<file path="src/rtl/mfu_pkg.sv">
// Package: shared encodings for the grid processing element.
// Assumes: the opcode is 3 bits and the source select is 2 bits.
package mfu_pkg;

    // Operation encodings
    typedef enum logic [2:0] {
        OP_ADD  = 3'b000,
        OP_SUB  = 3'b001,
        OP_AND  = 3'b010,
        OP_OR   = 3'b011,
        OP_XOR  = 3'b100,
        OP_SHL  = 3'b101,
        OP_SHR  = 3'b110,
        OP_PASS = 3'b111
    } op_e;

    // Operand source encodings
    typedef enum logic [1:0] {
        SRC_GRF  = 2'b00,
        SRC_TMP0 = 2'b01,
        SRC_TMP1 = 2'b10,
        SRC_OWN  = 2'b11
    } src_e;

endpackage

</file>
<file path="src/rtl/mfu_opsel.sv">
// Module: mfu_opsel
// Selects one operand from the global read value, a neighbour's scratch
// register, or the element's own result register.
// Assumes: neighbour u, register t sits at bits [(2u+t)*W +: W] of nbr_tmp_i;
// an out-of-range unit index yields zero.
module mfu_opsel
    import mfu_pkg::*;
#(
    parameter int W      = 16,
    parameter int NBR    = 2,
    parameter int UNIT_W = 1
) (
    input  logic [1:0]         sel_i,
    input  logic [UNIT_W-1:0]  unit_i,
    input  logic [W-1:0]       grf_i,
    input  logic [NBR*2*W-1:0] nbr_tmp_i,
    input  logic [W-1:0]       own_i,
    output logic [W-1:0]       opnd_o
);

    localparam int SLOTS = NBR * 2;

    logic [W-1:0] nbr_word;

    // Pick the neighbour scratch word addressed by unit and slot
    always_comb begin
        nbr_word = '0;
        for (int s = 0; s < SLOTS; s++) begin
            if ((int'(unit_i) == s / 2) &&
                ((s % 2 == 1) == (src_e'(sel_i) == SRC_TMP1))) begin
                nbr_word = nbr_tmp_i[s*W +: W];
            end
        end
    end

    // Route the chosen source onto the operand
    always_comb begin
        unique case (src_e'(sel_i))
            SRC_GRF:            opnd_o = grf_i;
            SRC_TMP0, SRC_TMP1: opnd_o = nbr_word;
            SRC_OWN:            opnd_o = own_i;
            default:            opnd_o = '0;
        endcase
    end

endmodule

</file>
<file path="src/rtl/mfu_alu.sv">
// Module: mfu_alu
// Combinational integer unit: add, subtract, bitwise logic, shifts, pass.
// Assumes: the shift amount is the low log2(W) bits of operand b; arithmetic wraps.
module mfu_alu
    import mfu_pkg::*;
#(
    parameter int W = 16
) (
    input  logic [2:0]   op_i,
    input  logic [W-1:0] a_i,
    input  logic [W-1:0] b_i,
    output logic [W-1:0] y_o
);

    localparam int SHW = (W > 1) ? $clog2(W) : 1;

    logic [SHW-1:0] shamt;

    // Extract the shift distance
    always_comb shamt = b_i[SHW-1:0];

    // Evaluate the selected operation
    always_comb begin
        unique case (op_e'(op_i))
            OP_ADD:  y_o = a_i + b_i;
            OP_SUB:  y_o = a_i - b_i;
            OP_AND:  y_o = a_i & b_i;
            OP_OR:   y_o = a_i | b_i;
            OP_XOR:  y_o = a_i ^ b_i;
            OP_SHL:  y_o = a_i << shamt;
            OP_SHR:  y_o = a_i >> shamt;
            OP_PASS: y_o = a_i;
            default: y_o = '0;
        endcase
    end

endmodule

</file>
<file path="src/rtl/mfu_tmpfile.sv">
// Module: mfu_tmpfile
// Two private scratch registers with a single write port.
// Assumes: the writer has already qualified we_i with the valid bit.
module mfu_tmpfile #(
    parameter int W    = 16,
    parameter int REGS = 2
) (
    input  logic              clk,
    input  logic              rst_n,
    input  logic              we_i,
    input  logic              idx_i,
    input  logic [W-1:0]      wdata_i,
    output logic [REGS*W-1:0] rd_o
);

    logic [W-1:0] regs_q [REGS];

    // Clear on reset, otherwise write the addressed register
    always_ff @(posedge clk) begin
        if (!rst_n) begin
            for (int r = 0; r < REGS; r++) regs_q[r] <= '0;
        end else if (we_i) begin
            regs_q[int'(idx_i)] <= wdata_i;
        end
    end

    // Flatten the registers onto the read bus
    generate
        for (genvar g = 0; g < REGS; g++) begin : g_rd
            assign rd_o[g*W +: W] = regs_q[g];
        end
    endgenerate

    // a write to register 0 leaves register 1 untouched
    assert_tmp0_write_spares_tmp1_R8: assert property (@(posedge clk) disable iff (!rst_n)
        (we_i && !idx_i) |=> $stable(regs_q[1]));

    // a write to register 1 leaves register 0 untouched
    assert_tmp1_write_spares_tmp0_R8: assert property (@(posedge clk) disable iff (!rst_n)
        (we_i && idx_i) |=> $stable(regs_q[0]));

    // the written register takes the write data
    assert_tmp_write_lands_R8: assert property (@(posedge clk) disable iff (!rst_n)
        we_i |=> (rd_o[$past(int'(idx_i))*W +: W] == $past(wdata_i)));

endmodule

</file>
<file path="src/rtl/mfu_cell.sv">
// Module: mfu_cell
// One processing element of the functional-unit grid. It selects two
// operands, computes a result, always latches it into the result register,
// and optionally writes a scratch register and requests a global write.
// Assumes: controls come from the row pipeline register; the global file
// and the neighbour scratch registers sit outside this block.
module mfu_cell
    import mfu_pkg::*;
#(
    parameter int W          = 16,
    parameter int NBR        = 2,
    parameter int GRF_DEPTH  = 32,
    parameter int UNIT_W     = (NBR > 1) ? $clog2(NBR) : 1
) (
    input  logic                          clk,
    input  logic                          rst_n,
    input  logic                          op_valid_i,
    input  logic [2:0]                    op_code_i,
    input  logic [1:0]                    src1_sel_i,
    input  logic [1:0]                    src2_sel_i,
    input  logic [UNIT_W-1:0]             src1_unit_i,
    input  logic [UNIT_W-1:0]             src2_unit_i,
    input  logic [W-1:0]                  grf_rd1_i,
    input  logic [W-1:0]                  grf_rd2_i,
    input  logic [NBR*2*W-1:0]            nbr_tmp_i,
    input  logic                          tmp_we_i,
    input  logic                          tmp_widx_i,
    input  logic                          grf_req_i,
    input  logic [$clog2(GRF_DEPTH)-1:0]  grf_idx_i,
    input  logic                          mem_op_i,
    output logic [W-1:0]                  res_o,
    output logic [2*W-1:0]                tmp_o,
    output logic                          grf_we_o,
    output logic [$clog2(GRF_DEPTH)-1:0]  grf_widx_o,
    output logic [W-1:0]                  grf_wdata_o,
    output logic                          addr_valid_o
);

    localparam int GRF_AW   = $clog2(GRF_DEPTH);
    localparam int TMP_REGS = 2;
    localparam int NOPND    = 2;

    logic [W-1:0]      fur_q;
    logic [W-1:0]      alu_y;
    logic [W-1:0]      opnd   [NOPND];
    logic [1:0]        sel_v  [NOPND];
    logic [UNIT_W-1:0] unit_v [NOPND];
    logic [W-1:0]      grf_v  [NOPND];
    logic              grf_we_q;
    logic [GRF_AW-1:0] grf_idx_q;
    logic              addr_v_q;

    // Gather per-operand controls into arrays for the selector loop
    always_comb begin
        sel_v[0]  = src1_sel_i;
        sel_v[1]  = src2_sel_i;
        unit_v[0] = src1_unit_i;
        unit_v[1] = src2_unit_i;
        grf_v[0]  = grf_rd1_i;
        grf_v[1]  = grf_rd2_i;
    end

    // One operand selector per input
    generate
        for (genvar k = 0; k < NOPND; k++) begin : g_opnd
            mfu_opsel #(
                .W      (W),
                .NBR    (NBR),
                .UNIT_W (UNIT_W)
            ) u_opsel (
                .sel_i     (sel_v[k]),
                .unit_i    (unit_v[k]),
                .grf_i     (grf_v[k]),
                .nbr_tmp_i (nbr_tmp_i),
                .own_i     (fur_q),
                .opnd_o    (opnd[k])
            );
        end
    endgenerate

    mfu_alu #(.W(W)) u_alu (
        .op_i (op_code_i),
        .a_i  (opnd[0]),
        .b_i  (opnd[1]),
        .y_o  (alu_y)
    );

    mfu_tmpfile #(.W(W), .REGS(TMP_REGS)) u_tmp (
        .clk     (clk),
        .rst_n   (rst_n),
        .we_i    (op_valid_i && tmp_we_i),
        .idx_i   (tmp_widx_i),
        .wdata_i (alu_y),
        .rd_o    (tmp_o)
    );

    // Result register: latch every valid operation
    always_ff @(posedge clk) begin
        if (!rst_n)          fur_q <= '0;
        else if (op_valid_i) fur_q <= alu_y;
    end

    // Global write request and address flag, aligned with the result register
    always_ff @(posedge clk) begin
        if (!rst_n) begin
            grf_we_q  <= 1'b0;
            grf_idx_q <= '0;
            addr_v_q  <= 1'b0;
        end else begin
            grf_we_q <= op_valid_i && grf_req_i;
            addr_v_q <= op_valid_i && mem_op_i;
            if (op_valid_i && grf_req_i) grf_idx_q <= grf_idx_i;
        end
    end

    assign res_o        = fur_q;
    assign grf_we_o     = grf_we_q;
    assign grf_widx_o   = grf_idx_q;
    assign grf_wdata_o  = fur_q;
    assign addr_valid_o = addr_v_q;

    // a valid operation lands in the result register next cycle
    assert_result_latched_R6: assert property (@(posedge clk) disable iff (!rst_n)
        op_valid_i |=> (res_o == $past(alu_y)));

    // an idle slot leaves the result register alone
    assert_idle_holds_result_R7: assert property (@(posedge clk) disable iff (!rst_n)
        !op_valid_i |=> $stable(res_o));

    // an idle slot leaves the scratch registers alone
    assert_idle_holds_tmp_R7: assert property (@(posedge clk) disable iff (!rst_n)
        !op_valid_i |=> $stable(tmp_o));

    // a requested global write strobes with the index next cycle
    assert_grf_strobe_R9: assert property (@(posedge clk) disable iff (!rst_n)
        (op_valid_i && grf_req_i) |=> (grf_we_o && grf_widx_o == $past(grf_idx_i)));

    // no strobe without a valid request
    assert_grf_quiet_R9: assert property (@(posedge clk) disable iff (!rst_n)
        !(op_valid_i && grf_req_i) |=> !grf_we_o);

    // address flag follows a valid memory operation only
    assert_addr_flag_R10: assert property (@(posedge clk) disable iff (!rst_n)
        (op_valid_i && mem_op_i) |=> addr_valid_o);

    // pass forwards the selected first operand
    assert_pass_forwards_R5: assert property (@(posedge clk) disable iff (!rst_n)
        (op_valid_i && op_code_i == OP_PASS) |=> (res_o == $past(opnd[0])));

    // own-result source feeds back the current result register
    assert_own_source_R4: assert property (@(posedge clk) disable iff (!rst_n)
        (src1_sel_i == SRC_OWN) |-> (opnd[0] == res_o));

endmodule

</file>
<file path="config.mk">
export PLATFORM = sky130hd
export DESIGN_NAME = mfu_cell
export DESIGN_NICKNAME = d
export VERILOG_FILES = /design/src/rtl/mfu_pkg.sv /design/src/rtl/mfu_opsel.sv /design/src/rtl/mfu_alu.sv /design/src/rtl/mfu_tmpfile.sv /design/src/rtl/mfu_cell.sv
export SDC_FILE = /design/constraint.sdc
export NUM_CORES = 1
export LEC_CHECK = 0
export BUFFER_PORTS_ARGS = -buffer_cell sky130_fd_sc_hd__clkbuf_2
export CORE_ASPECT_RATIO = 1.4
export CORE_UTILIZATION = 40
export CTS_CLUSTER_SIZE = 14
export DETAILED_ROUTE_END_ITERATION = 8
export SLEW_MARGIN = 20
export SYNTH_ARGS = -nofsm -noshare
export SYNTH_HDL_FRONTEND = slang
export SYNTH_HIERARCHICAL = 1
export SYNTH_SLANG_ARGS = --single-unit
</file>
<file path="constraint.sdc">
create_clock -name clk -period 9.4 [get_ports clk]
set_input_delay 1.41 -clock clk [delete_from_list [all_inputs] [get_ports clk]]
set_output_delay 1.41 -clock clk [all_outputs]
set_load 0.005 [all_outputs]
</file>
==> impl_metrics.env, run 1 <==
export IMPL_num_antenna_cells=0
export IMPL_grt_usage=0.2833
export IMPL_cts_tree="done"
export IMPL_drtIter0Drc=736
export IMPL_clock_fmax_mhz=163.1
export IMPL_grt_pass1_wl_um=41450
export IMPL_fp_dieW_um=117.9
export IMPL_start_kind="input port"
export IMPL_rsz0062_at_grt="false"
export IMPL_path_cells="clkbuf_2 > inv_1 > ha_1 > nor2b_1 > buf_4 > a211o_2 > inv_1 > ha_1 > nand2_1 > o21ai_0 > xnor2_1 > ha_1 > and3_1 > a221oi_2 > o211ai_1 > and3_1 > mux2i_1 > a21o_1 > and3_1"
export IMPL_cpPeakStageDelay_ns=0.85
export IMPL_drt_first_pass_iters=7
export IMPL_place_ws_ns=2.935
export IMPL_ys_flop_type="edfxtp_1"
export IMPL_worst_slew_pin_slew_ns=1.114
export IMPL_syn_inst=820
export IMPL_io_buffers=187
export IMPL_layout_commonest_cell="clkbuf_2"
export IMPL_clk_pin_slew_worst_paths_ns=0.06
export IMPL_synth_seq_cells=55
export IMPL_max_clock_path_buffers=2
export IMPL_rr_worst_depth=15
export IMPL_tns_ns=0
export IMPL_ys_types=79
export IMPL_crit_fanout=44
export IMPL_worst_ep_required_time_ns=9.44
export IMPL_cts_resized=0
export IMPL_min_path_cells=2
export IMPL_r2r_slack_ns=4.86
export IMPL_critPathKind="input port to flop"
export IMPL_design_area_mm2=0.008499
export IMPL_irDropWorstVdd_mv=0.07028
export IMPL_gp_congestion=1.030
export IMPL_yosys_warnings=6
export IMPL_dieArea_mm2=0.01936
export IMPL_yosysSeqAreaShare=0.1890
export IMPL_p_leak_nw=4.072
export IMPL_final_setup_worst_slack_ns=3.270
export IMPL_cts_buffers=5
export IMPL_maxCapViolCount=0
export IMPL_power_frac_clock=0.174
export IMPL_multi_input_area_mm2=0.005441
export IMPL_num_rows=59
export IMPL_area_delta_synth_final_pct=13.01
export IMPL_cts_root_buf="clkbuf_16"
export IMPL_final_cell_mix="clkbuf_2, nor2_1, ha_1"
export IMPL_status="finished clean"
export IMPL_endpoint_kind="flop"
export IMPL_skew_ns=0.002869
export IMPL_place_detailed_hpwl_um=21720
export IMPL_fp_dieH_um=164.2
export IMPL_htree_levels=2
export IMPL_combinationalPowerShare=0.572
export IMPL_final_util=0.4587
export IMPL_seq_power_share=0.255
export IMPL_cp_arrival_ns=6.17
export IMPL_antenna_found_initial=1
export IMPL_cpMaxStageDelayCell="a211o_2"
export IMPL_slew_headroom=0.2543
export IMPL_regArea_mm2=0.001421
export IMPL_fp_coreArea_mm2=0.01853
export IMPL_post_route_period_util=0.6521
export IMPL_p_sw_mw=0.5047
export IMPL_layout_nets=1118
export IMPL_drc=0
export IMPL_drtAntennaViolNets=0
export IMPL_clk_latency_ns=0.29
export IMPL_slew_viol_final=0
export IMPL_numClockSinks=55
export IMPL_hold_viol=0
export IMPL_syn_area_per_cell_um2=9.172
export IMPL_drt_vias_per_instance=6.102
export IMPL_fin_crit_ns=6.130
export IMPL_postSynth_asyncResetShare=0
export IMPL_drive_gt1_frac=0.2727
export IMPL_detail_route_wl_per_cell_um=23.10
export IMPL_post_cts_buffers=0
export IMPL_start_util=0.4059
export IMPL_synth_edff_count=32
export IMPL_switching_share=0.4317
export IMPL_internal_power_mw=0.6645
export IMPL_vias=7261
export IMPL_grt_max_degree=48
export IMPL_totalWireLength_um=27490
export IMPL_synth_nets=993
export IMPL_finalSetupViolCount=0
export IMPL_p_per_area_mw_per_mm2=137.6
export IMPL_place_area_mm2=0.008337
export IMPL_synthesis_area_mm2=0.007521
export IMPL_fillCellCount=1850
export IMPL_grt_overflow_total=0
export IMPL_min_path_type="flop to flop"
export IMPL_ios=188
export IMPL_hold_buffers=0
export IMPL_grt_pass1_vias=7142
[synthesized netlist by cell type, types with 8 or more instances]
| library cell | n | area, um2 |
|---|---|---|
| xnor2_1 | 20 | 175.2 |
| a211o_1 | 34 | 297.8 |
| buf_2 | 16 | 80.08 |
| nor3_1 | 14 | 70.07 |
| and3b_1 | 32 | 280.3 |
| a22o_1 | 8 | 70.07 |
| nand4_1 | 9 | 56.30 |
| a21oi_1 | 34 | 170.2 |
| clkbuf_1 | 29 | 108.9 |
| ha_1 | 55 | 688.2 |
| buf_4 | 19 | 142.6 |
| nor2_1 | 59 | 221.5 |
| mux2i_1 | 45 | 450.4 |
| a211oi_1 | 21 | 157.7 |
| nor2b_1 | 21 | 131.4 |
| and2_1 | 49 | 306.5 |
| mux4_1 | 12 | 315.3 |
| dfxtp_1 | 23 | 460.4 |
| edfxtp_1 | 32 | 960.9 |
| and3_1 | 23 | 143.9 |
| o211ai_1 | 11 | 82.58 |
| o21ai_0 | 25 | 125.1 |
| mux4_2 | 26 | 585.6 |
| nand2_1 | 35 | 131.4 |
| inv_1 | 40 | 150.1 |
[state kept, by name, summed over array words and instances (netlist names)]
name / flops
addr_valid_o: 1
grf_wdata_o: 16
grf_we_o: 1
grf_widx_o: 5
u_tmp/regs_q: 32
[worst max-delay path, delay by kind of cell]
family	cells	cell delay [ns]
fa+ha+maj	3	1.09
mux	1	0.12
simple gates	5	0.93
buf+inv	4	0.60
xor+xnor	1	0.17
compound gates	5	1.83
[logic make-up (layout without fill, tap and decap cells)]
logic type | count (synthesis) | in the layout | synth area share
buffers and inverters | 120 | 246 | 0.08834
multiplexers | 89 | 89 | 0.1901
AO/OA/AOI/OAI | 193 | 193 | 0.1900
adder cells (fa/ha/maj) | 56 | 56 | 0.09416
AND/OR/NAND/NOR | 284 | 284 | 0.2216
flip-flops | 55 | 55 | 0.1890
XOR/XNOR | 23 | 23 | 0.02679
[per-stage QoR]
| step | instances | hold slack [ns] | total power, mW |
|---|---|---|---|
| after global placement | 1182 | 0.4467 | 0.9568 |
| after detailed placement | 1182 | 0.4527 | 0.9559 |
| after CTS | 1190 | 0.4628 | 1.161 |
| after global routing | 1190 | 0.4891 | 1.232 |
| after floorplan | 820 | 0.4555 | 0.7492 |
| final | 1190 | 0.4615 | 1.169 |
[power groups by stage]
stage	sequential (mW)	clock [mW]	combinational [mW]
floorplan	0.293	0	0.457
global placement	0.304	0	0.653
detailed placement	0.303	0	0.653
CTS	0.298	0.206	0.657
global route	0.299	0.217	0.716
finish	0.298	0.203	0.668
[worst paths after layout]
path                               to           start
setup reg to reg  u_tmp/regs_q[1][12]  grf_wdata_o[0]
hold / removal          grf_widx_o[2]   grf_widx_o[2]
setup / recovery  u_tmp/regs_q[1][12]   src2_sel_i[0]
hold reg to reg         grf_widx_o[2]   grf_widx_o[2]
[cell type report]
| type | count | area share |
|---|---|---|
| Clock inverter | 1 | 0.003533 |
| Clock buffer | 7 | 0.01560 |
| Inverter | 40 | 0.01767 |
| Multi-Input combinational cell | 645 | 0.6402 |
| Tap cell | 244 | 0.03592 |
| Timing Repair Buffer | 198 | 0.1198 |
| Sequential cell | 55 | 0.1672 |
[per-layer routing]
layer	GRT usage	wire (um)	vias up
li1	-	-	3323
met2	0.4963	13230	376
met5	0	0	-
met1	0.3124	10230	3459
met3	0.04097	1909	103
met4	0.2110	2119	0
Power figures use the tool's default switching activity.
==> inputs of run 2 (changes only) <==
Settings changed: PLACE_DENSITY set to 0.65.
Clock period 9.4 ns to 4.9 ns, I/O delays scaled along.
==> run 2 against run 1 <==
Compared with the run above:
- critical path depth is 2 higher
- via count up 1.1%
- worst hold slack worse by 0.00096 ns
- routed wire length is 4.9% lower
- first-iteration DRC count fell by 10%
- critical endpoint is now u_tmp/regs_q[1][14]
- worst setup slack worse by 3.0 ns
- clock skew increased by 0.0027 ns
- sequential power up 91%
==> impl_metrics.env, run 2 (synthesis results as in run 1) <==
export IMPL_p_leak_nw=4.355
export IMPL_worst_ep_required_time_ns=5.07
export IMPL_skew_ns=0.005558
export IMPL_grt_max_degree=50
export IMPL_design_area_mm2=0.008970
export IMPL_p_total_mw=2.298
export IMPL_drc=0
export IMPL_top_register="u_tmp/regs_q"
export IMPL_start_kind="input port"
export IMPL_r2r_start="grf_wdata_o[0]"
export IMPL_layout_commonest_cell="clkbuf_2"
export IMPL_post_route_period_util=0.9473
export IMPL_num_antenna_cells=0
export IMPL_area_delta_synth_final_pct=19.26
export IMPL_clk_latency_ns=0.29
export IMPL_ios=188
export IMPL_crit_fanout=11
export IMPL_fp_dieW_um=117.9
export IMPL_cts_buffers=5
export IMPL_grt_overflow_total=0
export IMPL_hold_viol=0
export IMPL_drtIter0Drc=660
export IMPL_status="finished clean"
export IMPL_place_area_mm2=0.008817
export IMPL_drt_first_pass_iters=6
export IMPL_slew_viol_final=0
export IMPL_numClockSinks=55
export IMPL_maxCapViolCount=0
export IMPL_grt_pass1_wl_um=40030
export IMPL_min_path_type="flop to flop"
export IMPL_htree_levels=2
export IMPL_cp_arrival_ns=4.81
export IMPL_cts_root_buf="clkbuf_16"
export IMPL_grt_usage=0.2693
export IMPL_antenna_found_initial=1
export IMPL_hold_buffers=0
export IMPL_finalSetupViolCount=0
export IMPL_finalHoldWorstSlack_ns=0.4605
export IMPL_grt_pass1_vias=7175
export IMPL_start_util=0.4059
export IMPL_drt_vias_per_instance=5.892
export IMPL_drtAntennaViolNets=0
export IMPL_num_rows=59
export IMPL_cts_tree="done"
export IMPL_place_detailed_hpwl_um=21410
export IMPL_fp_coreArea_mm2=0.01853
export IMPL_clk_pin_slew_worst_paths_ns=0.07
export IMPL_largest_reg_flops=32
export IMPL_drive_gt1_frac=0.3244
export IMPL_final_cell_mix="clkbuf_2, buf_4, nor2_1"
export IMPL_p_per_area_mw_per_mm2=256.2
export IMPL_io_buffers=187
export IMPL_crit_path_start="src2_sel_i[0]"
export IMPL_worst_slew_pin_slew_ns=0.9480
export IMPL_vias=7341
export IMPL_endpoint_kind="flop"
export IMPL_final_util=0.4841
export IMPL_clock_fmax_mhz=215.4
export IMPL_dieArea_mm2=0.01936
export IMPL_irDropWorstVdd_mv=0.1817
export IMPL_layout_nets=1174
export IMPL_fin_crit_ns=4.642
export IMPL_max_clock_path_buffers=2
export IMPL_hold_start="grf_widx_o[3]"
export IMPL_totalWireLength_um=26150
export IMPL_detail_route_wl_per_cell_um=20.99
export IMPL_fp_dieH_um=164.2
export IMPL_critPathKind="input port to flop"
export IMPL_gp_congestion=0.9680
export IMPL_slew_headroom=0.3656
-- run 2: cell types whose count changed in the layout (fill, tap and decap cells not counted), sizes merged --
cell | previous run | this run
buf | 11 | 67
bufinv | 1 | 0
clkbuf | 194 | 192
clkinv | 0 | 2
inv | 40 | 41
-- run 2: power breakdown --
part | total, mW | leakage (nW) | internal, mW | switching (mW)
sequential | 0.570 | 0.521 | 0.527 | 0.0432
clock | 0.349 | 0.0742 | 0.191 | 0.158
combinational | 1.38 | 3.76 | 0.603 | 0.776
-- run 2: metal layers --
| metal | vias up | wire length (um) | GRT usage |
|---|---|---|---|
| li1 | 3435 | - | - |
| met5 | - | 0 | 0 |
| met3 | 69 | 1582 | 0.02569 |
| met2 | 353 | 13210 | 0.4893 |
| met1 | 3484 | 10130 | 0.3123 |
| met4 | 0 | 1223 | 0.1428 |
-- run 2: path summary, 6_finish.rpt --
path	to	slack, ns	cells after the start
min reg2reg	grf_widx_o[3]	0.46	2
max	u_tmp/regs_q[1][14]	0.26	21
min	grf_widx_o[3]	0.46	2
max reg2reg	u_tmp/regs_q[1][14]	1.17	17
-- run 2: through the flow --
stage / setup TNS, ns / std cells / setup WS, ns
2_1_floorplan: 0 / 820 / 0.009967
6_report: 0 / 1246 / 0.2583
4_1_cts: 0 / 1246 / 0.2554
3_5_place_dp: -0.08261 / 1238 / -0.05152
5_1_grt: -0.02711 / 1246 / -0.01480
3_3_place_gp: 0 / 1238 / 0.006191
-- run 2: cell type report --
class	count	area, um2
fill	1832	9559
sequential	55	1421
multi-input combinational	645	5492
timing repair buffer	254	1451
clock inverter	3	22.52
clock buffer	5	125.1
tap	244	305.3
inverter	40	152.6
-- run 2: worst max-delay path: stages --
cell      delay, ns
clkbuf_2       0.09
inv_1          0.08
ha_2           0.20
buf_12         0.15
mux4_2         0.50
a211o_2        0.35
inv_4          0.08
ha_4           0.13
nand2_2        0.06
buf_4          0.15
nor2_1         0.08
nand3_1        0.15
o31ai_2        0.28
xnor2_1        0.12
ha_1           0.40
nand2_1        0.12
nor4_1         0.26
nor3_2         0.08
or4b_1         0.50
nand3_1        0.13
and3_1         0.15
-- run 2: timing repair --
item	in CTS	in global routing
hold endpoints to repair	0	0
gates resized for setup	0	1
endpoints found under the setup margin	0	2
setup buffers	0	0
==> inputs of run 3 (changes only) <==
Settings changed: GPL_TIMING_DRIVEN set to 0.
==> run 3 against run 2 <==
Compared with the run above:
- worst setup slack worse by 0.19 ns
- final cell count is 2.2% higher
- total power increased by 8.0%
- final area grew 5.3%
- first-iteration DRC count is 11% lower
- clock power increased by 2%
- critical endpoint unchanged
- combinational power increased by 13%
==> impl_metrics.env, run 3 (synthesis results as in run 1) <==
export IMPL_status="finished clean"
export IMPL_grt_pass1_vias=7330
export IMPL_cts_root_buf="clkbuf_16"
export IMPL_fp_dieW_um=117.9
export IMPL_final_cell_mix="clkbuf_2, nor2_1, and2_1"
export IMPL_grt_overflow_total=0
export IMPL_start_kind="input port"
export IMPL_io_buffers=184
export IMPL_grt_usage=0.2861
export IMPL_largest_reg_flops=32
export IMPL_critPathKind="input port to flop"
export IMPL_htree_levels=2
export IMPL_endpoint_kind="flop"
export IMPL_num_rows=59
export IMPL_max_clock_path_buffers=2
export IMPL_r2r_slack_ns=0.94
export IMPL_tns_ns=0
export IMPL_numClockSinks=55
export IMPL_min_path_cells=2
export IMPL_worst_slew_pin_slew_ns=1.082
export IMPL_holdPathEnd="grf_widx_o[2]"
export IMPL_internal_power_mw=1.389
export IMPL_top_register="u_tmp/regs_q"
export IMPL_layout_nets=1202
export IMPL_dieArea_mm2=0.01936
export IMPL_min_path_type="flop to flop"
export IMPL_r2r_start="grf_wdata_o[0]"
export IMPL_rr_endpoint="u_tmp/regs_q[1][14]"
export IMPL_multi_input_area_mm2=0.005759
export IMPL_drt_first_pass_iters=8
export IMPL_num_antenna_cells=0
export IMPL_area_delta_synth_final_pct=25.60
export IMPL_fillCellCount=1743
export IMPL_slew_headroom=0.2734
export IMPL_drt_vias_per_instance=5.988
export IMPL_fp_dieH_um=164.2
export IMPL_hold_buffers=0
export IMPL_crit_fanout=5
export IMPL_rr_worst_depth=17
export IMPL_grt_max_degree=21
export IMPL_hold_start="grf_widx_o[2]"
export IMPL_drtAntennaViolNets=0
export IMPL_fp_coreArea_mm2=0.01853
export IMPL_seq_power_share=0.229
export IMPL_crit_path_start="src2_sel_i[0]"
export IMPL_maxCapViolCount=0
export IMPL_worst_ep_required_time_ns=4.95
export IMPL_detail_route_wl_per_cell_um=22.18
export IMPL_place_detailed_hpwl_um=22810
export IMPL_drtIter0Drc=588
export IMPL_vias=7629
export IMPL_combinationalPowerShare=0.628
export IMPL_finalSetupViolCount=0
export IMPL_cts_tree="done"
export IMPL_fin_crit_ns=4.836
export IMPL_layout_commonest_cell="clkbuf_2"
export IMPL_start_util=0.4059
export IMPL_gp_congestion=1.046
export IMPL_skew_ns=0.007402
export IMPL_totalWireLength_um=28250
export IMPL_clk_pin_slew_worst_paths_ns=0.07
export IMPL_slew_viol_final=0
export IMPL_ios=188
export IMPL_cp_arrival_ns=4.89
export IMPL_antenna_found_initial=0
export IMPL_grt_pass1_wl_um=41970
export IMPL_regArea_mm2=0.001421
export IMPL_p_sw_mw=1.094
export IMPL_p_total_mw=2.483
export IMPL_hold_viol=0
export IMPL_clk_latency_ns=0.30
export IMPL_p_per_area_mw_per_mm2=262.8
export IMPL_drc=0
export IMPL_cts_buffers=5
export IMPL_power_frac_clock=0.144
export IMPL_irDropWorstVdd_mv=0.1470
export IMPL_clock_fmax_mhz=206.8
export IMPL_post_route_period_util=0.9870
export IMPL_drive_gt1_frac=0.3563
export IMPL_switching_share=0.4405
export IMPL_p_leak_nw=4.478
## run 3: repair_timing
action	4_1_cts	5_1_grt
pin swaps	14	25
gates resized for setup	27	51
setup endpoints to repair	36	31
hold endpoints to repair	0	0
cloned	0	1
setup buffers	12	9
## run 3: how the worst max path moves through the flow
| stage | end | slack [ns] | cells past startpoint |
|---|---|---|---|
| after floorplan | u_tmp/regs_q[1][9] | 0.01 | 22 |
| after global placement | u_tmp/regs_q[1][14] | -1.05 | 18 |
| after detailed placement | u_tmp/regs_q[1][14] | -1.01 | 18 |
| after CTS | u_tmp/regs_q[1][14] | 0.0009 | 19 |
| after global routing | u_tmp/regs_q[1][11] | -0.06 | 20 |
| final | u_tmp/regs_q[1][14] | 0.06 | 21 |
## run 3: metrics by stage
step	hold WS, ns	cell area, um2	instances	util	worst slack [ns]
after CTS	0.4664	9126	1265	0.4925	0.0009490
after global placement	0.4471	8817	1248	0.4759	-1.052
after floorplan	0.4555	7591	820	-	0.009967
after detailed placement	0.4559	8821	1248	0.4761	-1.008
after global routing	0.4812	9447	1274	0.5098	-0.05671
final	0.4649	9447	1274	0.5098	0.06361
## run 3: routing by layer
metal / track usage / up-vias / share of wire
met5: 0 / - / 0
met4: 0.1737 / 0 / 0.064
met3: 0.02118 / 109 / 0.059
met2: 0.5211 / 419 / 0.50
met1: 0.3264 / 3601 / 0.38
li1: - / 3500 / -
## run 3: area by class of cell
type                    count  share of cell area
repair buffers            206              0.1195
flip-flops and latches     55              0.1505
inverters                  40             0.01642
plain buffers              76             0.05550
multi-input cells         645              0.6097
clock inverters             3            0.002914
well taps                 244             0.03232
clock buffers               5             0.01325
## run 3: worst max-delay path: stages
cell	delay, ns
clkbuf_2	0.10
inv_2	0.06
ha_2	0.18
buf_12	0.12
mux4_2	0.50
a211o_1	0.31
buf_6	0.13
buf_4	0.16
nor3_4	0.20
buf_12	0.15
a31oi_4	0.10
xnor2_2	0.23
ha_2	0.33
and3_4	0.16
a221oi_4	0.38
buf_4	0.19
nor4_4	0.04
nor3_2	0.29
or4b_4	0.20
nand3_4	0.11
and3_4	0.21
## run 3: power by group through the flow
stage,Sequential [mW],Combinational (mW),Clock [mW]
finish,0.568,1.56,0.356
global route,0.570,1.65,0.377
CTS,0.565,1.40,0.361
detailed placement,0.575,1.34,0
global placement,0.575,1.33,0
floorplan,0.562,0.898,0
